--- src/rtl/eft_pkg.sv ---
package eft_pkg;

   localparam int BYTE_W = 8;

   typedef enum logic [2:0] {
      ST_IDLE,
      ST_SOF1,
      ST_SOF2,
      ST_DATA,
      ST_ESC,
      ST_EOF2,
      ST_INT1,
      ST_INT2
   } eft_state_e;

endpackage

--- src/rtl/eft_rd_ctr.sv ---
module eft_rd_ctr #(
   parameter int LEN_W = 8
) (
   input  logic             clk,
   input  logic             rst_n,
   input  logic             clr,
   input  logic             inc,
   output logic [LEN_W-1:0] cnt
);

   always_ff @(posedge clk or negedge rst_n) begin
      if (!rst_n)   cnt <= '0;
      else if (clr) cnt <= '0;
      else if (inc) cnt <= cnt + 1'b1;
   end

   // the address either clears or steps by exactly one
   assert_addr_step_R10: assert property (@(posedge clk) disable iff (!rst_n)
      (cnt != $past(cnt)) |-> (cnt == '0 || cnt == $past(cnt) + 1'b1));

endmodule

--- src/rtl/eft_fsm.sv ---
module eft_fsm
   import eft_pkg::*;
#(
   parameter int              LEN_W    = 8,
   parameter logic [BYTE_W-1:0] ESC_CODE = 8'hAA,
   parameter logic [BYTE_W-1:0] SOF_CODE = 8'hFF,
   parameter logic [BYTE_W-1:0] EOF_CODE = 8'h00,
   parameter logic [BYTE_W-1:0] INT_CODE = 8'hA5
) (
   input  logic              clk,
   input  logic              rst_n,
   input  logic              frame_req,
   input  logic [LEN_W-1:0]  frame_len,
   input  logic              intr_req,
   input  logic [BYTE_W-1:0] rd_data,
   input  logic [LEN_W-1:0]  cnt,
   input  logic              tx_ready,
   output logic [BYTE_W-1:0] tx_data,
   output logic              tx_valid,
   output logic              busy,
   output logic              done,
   output logic              cnt_clr,
   output logic              cnt_inc
);

   eft_state_e        state_q, state_d;
   logic [LEN_W-1:0]  len_q;
   logic              hs;
   logic              at_end;
   logic              fin;

   assign hs       = tx_valid && tx_ready;
   assign at_end   = (cnt >= len_q);
   assign tx_valid = (state_q != ST_IDLE);
   assign busy     = tx_valid;

   always_comb begin
      state_d = state_q;
      tx_data = ESC_CODE;
      cnt_clr = 1'b0;
      cnt_inc = 1'b0;
      fin     = 1'b0;
      unique case (state_q)
         ST_IDLE: begin
            if (frame_req) begin
               state_d = ST_SOF1;
               cnt_clr = 1'b1;
            end else if (intr_req) begin
               state_d = ST_INT1;
            end
         end
         ST_SOF1: if (hs) state_d = ST_SOF2;
         ST_SOF2: begin
            tx_data = SOF_CODE;
            if (hs) state_d = ST_DATA;
         end
         ST_DATA: begin
            if (at_end) begin
               if (hs) state_d = ST_EOF2;
            end else if (rd_data == ESC_CODE) begin
               if (hs) state_d = ST_ESC;
            end else begin
               tx_data = rd_data;
               cnt_inc = hs;
            end
         end
         ST_ESC: begin
            if (hs) begin
               cnt_inc = 1'b1;
               state_d = ST_DATA;
            end
         end
         ST_EOF2: begin
            tx_data = EOF_CODE;
            if (hs) begin
               state_d = ST_IDLE;
               fin     = 1'b1;
            end
         end
         ST_INT1: if (hs) state_d = ST_INT2;
         ST_INT2: begin
            tx_data = INT_CODE;
            if (hs) begin
               state_d = ST_IDLE;
               fin     = 1'b1;
            end
         end
         default: state_d = ST_IDLE;
      endcase
   end

   always_ff @(posedge clk or negedge rst_n) begin
      if (!rst_n) begin
         state_q <= ST_IDLE;
         len_q   <= '0;
         done    <= 1'b0;
      end else begin
         state_q <= state_d;
         done    <= fin;
         if (state_q == ST_IDLE && frame_req) len_q <= frame_len;
      end
   end

   // a stalled byte keeps its state and read address
   assert_stall_hold_R9: assert property (@(posedge clk) disable iff (!rst_n)
      (tx_valid && !tx_ready) |=> (tx_valid && state_q == $past(state_q) && $stable(cnt)));

   // an escaped data byte is followed by its repeat, address unchanged
   assert_esc_pair_R3: assert property (@(posedge clk) disable iff (!rst_n)
      (state_q == ST_DATA && hs && !at_end && rd_data == ESC_CODE)
      |=> (state_q == ST_ESC && tx_data == ESC_CODE && cnt == $past(cnt)));

   // the read address never runs past the captured length
   assert_no_overrun_R10: assert property (@(posedge clk) disable iff (!rst_n)
      (state_q == ST_DATA || state_q == ST_ESC || state_q == ST_EOF2) |-> (cnt <= len_q));

   // busy falls exactly when done pulses
   assert_done_busy_R6: assert property (@(posedge clk) disable iff (!rst_n)
      $fell(busy) |-> (done && !busy));

   // done is never high while busy
   assert_done_idle_R6: assert property (@(posedge clk) disable iff (!rst_n)
      done |-> !busy);

   // an accepted frame request opens with the escape byte
   assert_frame_open_R2: assert property (@(posedge clk) disable iff (!rst_n)
      (!busy && frame_req) |=> (busy && tx_data == ESC_CODE && cnt == '0));

   // a busy machine does not restart on a new request
   assert_ignore_busy_R8: assert property (@(posedge clk) disable iff (!rst_n)
      (busy && state_q != ST_EOF2 && state_q != ST_INT2) |=> busy);

endmodule

--- src/rtl/esc_frame_tx.sv ---
module esc_frame_tx
   import eft_pkg::*;
#(
   parameter int                LEN_W    = 8,
   parameter logic [BYTE_W-1:0] ESC_CODE = 8'hAA,
   parameter logic [BYTE_W-1:0] SOF_CODE = 8'hFF,
   parameter logic [BYTE_W-1:0] EOF_CODE = 8'h00,
   parameter logic [BYTE_W-1:0] INT_CODE = 8'hA5
) (
   input  logic              clk,
   input  logic              rst_n,
   input  logic              frame_req,
   input  logic [LEN_W-1:0]  frame_len,
   input  logic              intr_req,
   output logic [LEN_W-1:0]  rd_addr,
   input  logic [BYTE_W-1:0] rd_data,
   output logic [BYTE_W-1:0] tx_data,
   output logic              tx_valid,
   input  logic              tx_ready,
   output logic              busy,
   output logic              done
);

   generate
      if (LEN_W < 1 || LEN_W > 16) begin : g_bad_len
         $error("esc_frame_tx: LEN_W must lie in 1..16");
      end
      if (ESC_CODE == SOF_CODE || ESC_CODE == EOF_CODE || ESC_CODE == INT_CODE) begin : g_bad_code
         $error("esc_frame_tx: marker codes must differ from the escape code");
      end
   endgenerate

   logic             cnt_clr;
   logic             cnt_inc;
   logic [LEN_W-1:0] cnt;

   eft_rd_ctr #(.LEN_W(LEN_W)) ctr_i (
      .clk   (clk),
      .rst_n (rst_n),
      .clr   (cnt_clr),
      .inc   (cnt_inc),
      .cnt   (cnt)
   );

   eft_fsm #(
      .LEN_W    (LEN_W),
      .ESC_CODE (ESC_CODE),
      .SOF_CODE (SOF_CODE),
      .EOF_CODE (EOF_CODE),
      .INT_CODE (INT_CODE)
   ) fsm_i (
      .clk       (clk),
      .rst_n     (rst_n),
      .frame_req (frame_req),
      .frame_len (frame_len),
      .intr_req  (intr_req),
      .rd_data   (rd_data),
      .cnt       (cnt),
      .tx_ready  (tx_ready),
      .tx_data   (tx_data),
      .tx_valid  (tx_valid),
      .busy      (busy),
      .done      (done),
      .cnt_clr   (cnt_clr),
      .cnt_inc   (cnt_inc)
   );

   assign rd_addr = cnt;

   // the valid and busy outputs agree
   assert_valid_busy_R7: assert property (@(posedge clk) disable iff (!rst_n)
      tx_valid == busy);

endmodule

--- config.mk ---
export PLATFORM = sky130hd
export DESIGN_NAME = esc_frame_tx
export DESIGN_NICKNAME = d
export VERILOG_FILES = /design/src/rtl/eft_pkg.sv /design/src/rtl/eft_rd_ctr.sv /design/src/rtl/eft_fsm.sv /design/src/rtl/esc_frame_tx.sv
export SDC_FILE = /design/constraint.sdc
export NUM_CORES = 1
export LEC_CHECK = 0
export CAP_MARGIN = 20
export CORE_ASPECT_RATIO = 1.1
export CORE_MARGIN = 2
export CORE_UTILIZATION = 60
export CTS_CLUSTER_DIAMETER = 100
export DETAILED_ROUTE_END_ITERATION = 16
export DONT_BUFFER_PORTS = 1
export PLACE_DENSITY = 0.75
export SLEW_MARGIN = 5
export SYNTH_ARGS = -nofsm -noshare
export SYNTH_HDL_FRONTEND = slang
export SYNTH_SLANG_ARGS = --single-unit
--- constraint.sdc ---
create_clock -name clk -period 2.56 [get_ports clk]
set_clock_uncertainty 0.15 [all_clocks]
set_input_delay 0.256 -clock clk [delete_from_list [all_inputs] [get_ports clk]]
set_output_delay 0.256 -clock clk [all_outputs]
set_load 0.05 [all_outputs]
# Word level (Yosys, flattened, before mapping)
# Index checks and enable logic that the tools add are counted.
[totals]
reg_bits = 20
in_bits = 21
wordCells = 52
[classes]
addsub = 1
order_cmp = 1
n_eq_ne = 15
n_mux = 23
n_reduce_logical = 8
[op_table]
columns = ["operator", "count"]
rows = [
  ["two-way mux 8 bit", 4],
  ["one-hot mux 8 bit (4 select lines)", 1],
  ["two-way mux 3 bit", 10],
  ["one-hot mux 3 bit (6 select lines)", 1],
  ["equality test 3 bit, second input constant", 4],
  ["!= test 2 x 1 -> 1 bit, second input constant", 5],
  ["adder 8 x 1 -> 8 bit, second input constant", 1],
  ["equality test 8 bit, second input constant", 1],
  ["greater-or-equal comparator 8 bit", 1],
  ["AND reduction 7 bit", 1],
  ["equality test 3 x 2 -> 1 bit, second input constant", 2],
  ["two-way mux 1 bit", 6],
  ["OR reduction 2 bit", 2],
  ["equality test 3 x 1 -> 1 bit, second input constant", 1],
  ["zero test 3 bit", 1],
  ["!= test 3 x 1 -> 1 bit, second input constant", 1],
  ["!= test 3 bit, second input constant", 1],
  ["nonzero test 3 bit", 1],
  ["logical AND 1 bit", 2],
  ["one-hot mux 1 bit (2 select lines)", 1],
  ["nonzero test 2 bit", 1],
]

# Logic depth before layout (Yosys ltp)
[logic_depth]
ltp_word = 7
mapped_depth = 8
depth_no_buf = 8

# Hierarchy
# From an unflattened synthesis, not the netlist that was laid out.
[unflattened]
cells_unflattened = 151
hier_area_um2 = 1323.8
[modules_own_cells]
columns = ["module", "instances", "cells_per_inst", "area_per_inst_um2"]
rows = [
  ["eft_fsm", 1, 114, 927.1],
  ["eft_rd_ctr", 1, 37, 396.6],
]

# Worst setup path after synthesis
# OpenSTA, ideal clock, no wires.
[synth_path]
path_type = "reg2out"
startpoint = "register ctr_i.cnt[7]"
endpoint = "output tx_data[5]"
arrival_time_ns = 2.785
t_required_ns = 2.154
setup_slack_ns = -0.631
path_stages_with_launch = 8
path_buffers = 0
path_cell_list = "dfrtp_1 > ha_1 > and3_1 > o211ai_1 > o21a_1 > nand2_1 > nor3_1 > o21ai_0"
[synth_between]
elab_chain_cells = 3
[synth_rtl]
columns = ["item", "line", "source"]
rows = [
  ["start, declared", "eft_rd_ctr.sv:8", "output logic [LEN_W-1:0] cnt"],
  ["start signal, assigned", "eft_rd_ctr.sv:14", "else if (inc) cnt <= cnt + 1'b1;"],
  ["greater-or-equal comparator 8 bit", "eft_fsm.sv:33", "assign at_end = (cnt >= len_q);"],
  ["two-way mux 8 bit", "eft_fsm.sv:58", "if (at_end) begin"],
  ["one-hot mux 8 bit (4 select lines)", "eft_fsm.sv:43", "unique case (state_q)"],
  ["end, declared", "esc_frame_tx.sv:17", "output logic [BYTE_W-1:0] tx_data,"],
]
# No other way between the ends.

# Final worst setup path
[layout_path]
startpoint = "register ctr_i.cnt[0]"
endpoint = "output tx_data[6]"
# The elaborated chain is that of the path after synthesis.

==> results.cfg <==
[pwr]
power.share.switching_pct = 53.2
intPower_mw = 1.28
net_sw_power_mw = 1.45
power-per-cell-area_nw_per_um2 = 1370
power.leakage_nw = 0.867
p_total_mw = 2.73
combinationalPowerShare_pct = 73.4
vdd_drop_max_v = 0.00129
share_clk_of_total_power_pct = 6.2
power.share.sequential_pct = 20.3

[critical_path]
critical_path.endpoint_type = primary output
maximum_fanout_encountered_on_the_critical_timing_path = 6
path_class = register to primary output
crit_family = compound AO/OA/AOI/OAI gates
cell_with_the_largest_stage_delay_on_the_worst_path = sky130_fd_sc_hd__dfrtp_2
crit_path_cell_trace = inv_2 -> ha_4 -> nand2b_4 -> a2111oi_4 -> o21a_2 -> nand2_1 -> a21oi_4 -> buf_12
signal_arrival_time_at_the_worst_endpoint_ns = 2.27
worst_path_largest_cell_delay_ns = 0.44
cp.buffers_inverters = 2
worst_setup_path_start_kind = register
crit_required_ns = 2.15

[sta]
relative_slew_slack_pct = 34.6
period_needed_ns = 2.67
timing_hold_violations_final = 1
setup_viol = 9
worst_pin_slew_ns = 0.978
final_count_of_pins_violating_max_slew = 0
worst_hold_slack_ns = -0.0130
rsz0062_at_grt = yes
final.setup.worst_slack_ns = -0.113
maxClockFrequency_mhz = 374
layout_worst_path_cycle_share_pct = 104

[grt]
antenna_found_initial = 0
grt_pass1_vias = 1279
maximum_number_of_pins_on_one_net_before_global_route_repair = 21
track_usage_pct = 32.1
wire_length_of_the_first_global_routing_pass_mm = 6.15
grt_remaining_overflow = 0

[clock_network]
cts_root_buffer = sky130_fd_sc_hd__clkbuf_4
cts_buffer_depth = 2
clock_latency_ns = 0.32
cts_tree = yes
cts.clk_slew.worst_paths_ns = 0.14
clock_sink_count = 20
cts_buffers = 3
htreeDepth = 1

[placed_design]
place_worst_setup_slack_ns = 0.0681
gp_congestion = 0.844
dpl.hpwl_mm = 2.51
placement.io_buffers = 0

[routing]
drt.antenna.violating_nets = 0
routed_via_density = 6.35
wire_length_per_cell_um = 21.1
detail_route.first_pass.iterations = 4
drt_drc_violations_left = 0
drt_iter0_drc = 61
route.final.wire_length_mm = 4.62
via_count = 1390

[finish]
fillerInstances = 83
diodes = 0
layout-drive-gt1-share_pct = 37.0
finish.utilization_pct = 91.0
areaGrowthSynthToFinish_pct = 47.3
final_net_count = 220

[yosys]
syn_nets = 185
synth.avg_cell_area_sq_um = 8.71
synth.most_common_cell = sky130_fd_sc_hd__nand2_1
synthesized_area_sq_um = 1350
ys_seq_elements = 20
synthTopCellsByArea = sky130_fd_sc_hd__dfrtp_1 (37%), sky130_fd_sc_hd__ha_1 (8.3%), sky130_fd_sc_hd__nand2_1 (5.8%)
synth.top_cell.area_share_pct = 37.1
synth_common_cells = sky130_fd_sc_hd__nand2_1 (21), sky130_fd_sc_hd__dfrtp_1 (20), sky130_fd_sc_hd__inv_1 (13)
yosysWarningCount = 0
synthDominantAreaCellType = sky130_fd_sc_hd__dfrtp_1
yosysSeqAreaShare_pct = 37.1
post_synth_edffs = 0
synth_async_sr_flop_share_pct = 100
yosysUniqueCellTypes = 38
syn_inst = 155
synth_top_flop_cell = sky130_fd_sc_hd__dfrtp_1

[floorplanning]
dieArea_sq_um = 2650
design.portCount = 40
core_area_sq_um = 2180
start_util_pct = 61.8
num_rows = 18
die_width_um = 49.2
die_height_um = 53.8

[run_status]
status = finished, violations left
violations = hold timing, setup timing

[min_path]
min-delay-path-class = input pin to register

[job]
max_cap_viol_count = 0
layer usage:
layer / global-route usage [%] / vias up / share of wire [%]
li1: - / 622 / -
met1: 36.2 / 663 / 38
met2: 59.5 / 79 / 52
met3: 5.00 / 26 / 5.1
met4: 17.1 / 0 / 4.8
met5: 0 / - / 0
worst reg2reg max path: cells and delay by family (launching register included):
kind | cells | cell delay, ns
AOI/OAI and AO/OA | 5 | 0.86
adders and majority gates | 1 | 0.25
buffers and inverters | 3 | 0.34
DFF | 1 | 0.47
and+or+nand+nor | 1 | 0.43
flip-flops by register name, summed over array words and instances (netlist names):
| register | count |
|---|---|
| ctr_i.cnt | 8 |
| fsm_i.done | 1 |
| fsm_i.state_q | 3 |
| fsm_i.len_q | 8 |
layout make-up:
type,count,area [sq um],share of cell area (%)
well taps,30,37.5,1.89
flip-flops and latches,20,505,25.4
inverters,13,48.8,2.45
repair buffers,38,370,18.6
multi-input cells,114,1000,50.3
clock buffers,4,26.3,1.32
power by group through the flow:
stage	registers, mW	clock network [mW]	logic (mW)
global route	0.566	0.184	2.09
global placement	0.535	0	1.53
finish	0.555	0.171	2.00
CTS	0.537	0.160	1.77
detailed placement	0.537	0	1.59
floorplan	0.640	0	1.06
what timing repair did:
| action | 4_1_cts | 5_1_grt |
|---|---|---|
| hold buffers | 10 | 1 |
| pin swaps | 7 | 13 |
| gates resized for setup | 19 | 14 |
| setup buffers | 5 | 5 |
| setup endpoints to repair | 8 | 11 |
| hold endpoints to repair | 32 | 1 |
metrics by stage:
step | cells | TNS [ns] | instance area (sq um)
2_1_floorplan | 155 | -0.0216 | 1420
3_3_place_gp | 194 | 0 | 1590
3_5_place_dp | 194 | 0 | 1590
4_1_cts | 213 | 0 | 1870
5_1_grt | 219 | -1.35 | 1990
6_report | 219 | -0.705 | 1990
layout by cell type, fill, tap and decap left out, drive strengths merged:
| cell type | synthesis | routed |
|---|---|---|
| a21oi | 10 | 10 |
| nand2 | 21 | 21 |
| dfrtp | 20 | 20 |
| nand3 | 6 | 6 |
| and2 | 1 | 1 |
| a221oi | 1 | 1 |
| inv | 13 | 13 |
| mux2 | 1 | 1 |
| nor4b | 1 | 1 |
| buf | 2 | 27 |
| o211ai | 2 | 2 |
| o32a | 1 | 1 |
| a2111oi | 1 | 1 |
| o22ai | 1 | 1 |
| a21o | 2 | 2 |
| or4 | 3 | 3 |
| o21ai | 12 | 12 |
| nor3b | 1 | 1 |
| nor2b | 1 | 1 |
| clkbuf | 6 | 4 |
| a211o | 1 | 1 |
| a31oi | 1 | 1 |
| ha | 9 | 9 |
| nor3 | 6 | 6 |
| nand4 | 1 | 1 |
| dlygate4sd3 | 0 | 11 |
| o21a | 2 | 2 |
| and3 | 6 | 6 |
| nor4bb | 2 | 2 |
| xor2 | 1 | 1 |
| o31ai | 2 | 2 |
| o211a | 1 | 1 |
| o32ai | 1 | 1 |
| a31o | 1 | 1 |
| nor2 | 9 | 9 |
| mux2i | 4 | 4 |
| nand2b | 2 | 2 |
path summary, 6_finish.rpt:
path,start,endpoint,slack (ns),cells past startpoint
max in group asynchronous,rst_n,ctr_i.cnt[7],1.21,1
min in group asynchronous,rst_n,fsm_i.len_q[5],0.37,1
hold / removal,frame_req,fsm_i.state_q[0],-0.01,2
setup / recovery,ctr_i.cnt[0],tx_data[6],-0.11,8
hold reg to reg,fsm_i.len_q[2],fsm_i.len_q[2],0.43,2
setup reg to reg,ctr_i.cnt[6],ctr_i.cnt[2],-0.01,10
kinds of logic after synthesis:
group	share of synthesized area, %
DFF	37.1
buffers and inverters	6.39
and+or+nand+nor	22.8
xor gates and xnor gates	0.649
muxes	3.80
AOI/OAI and AO/OA	20.9
adders and majority gates	8.34
Note: power is estimated with default switching activity, not from simulation.
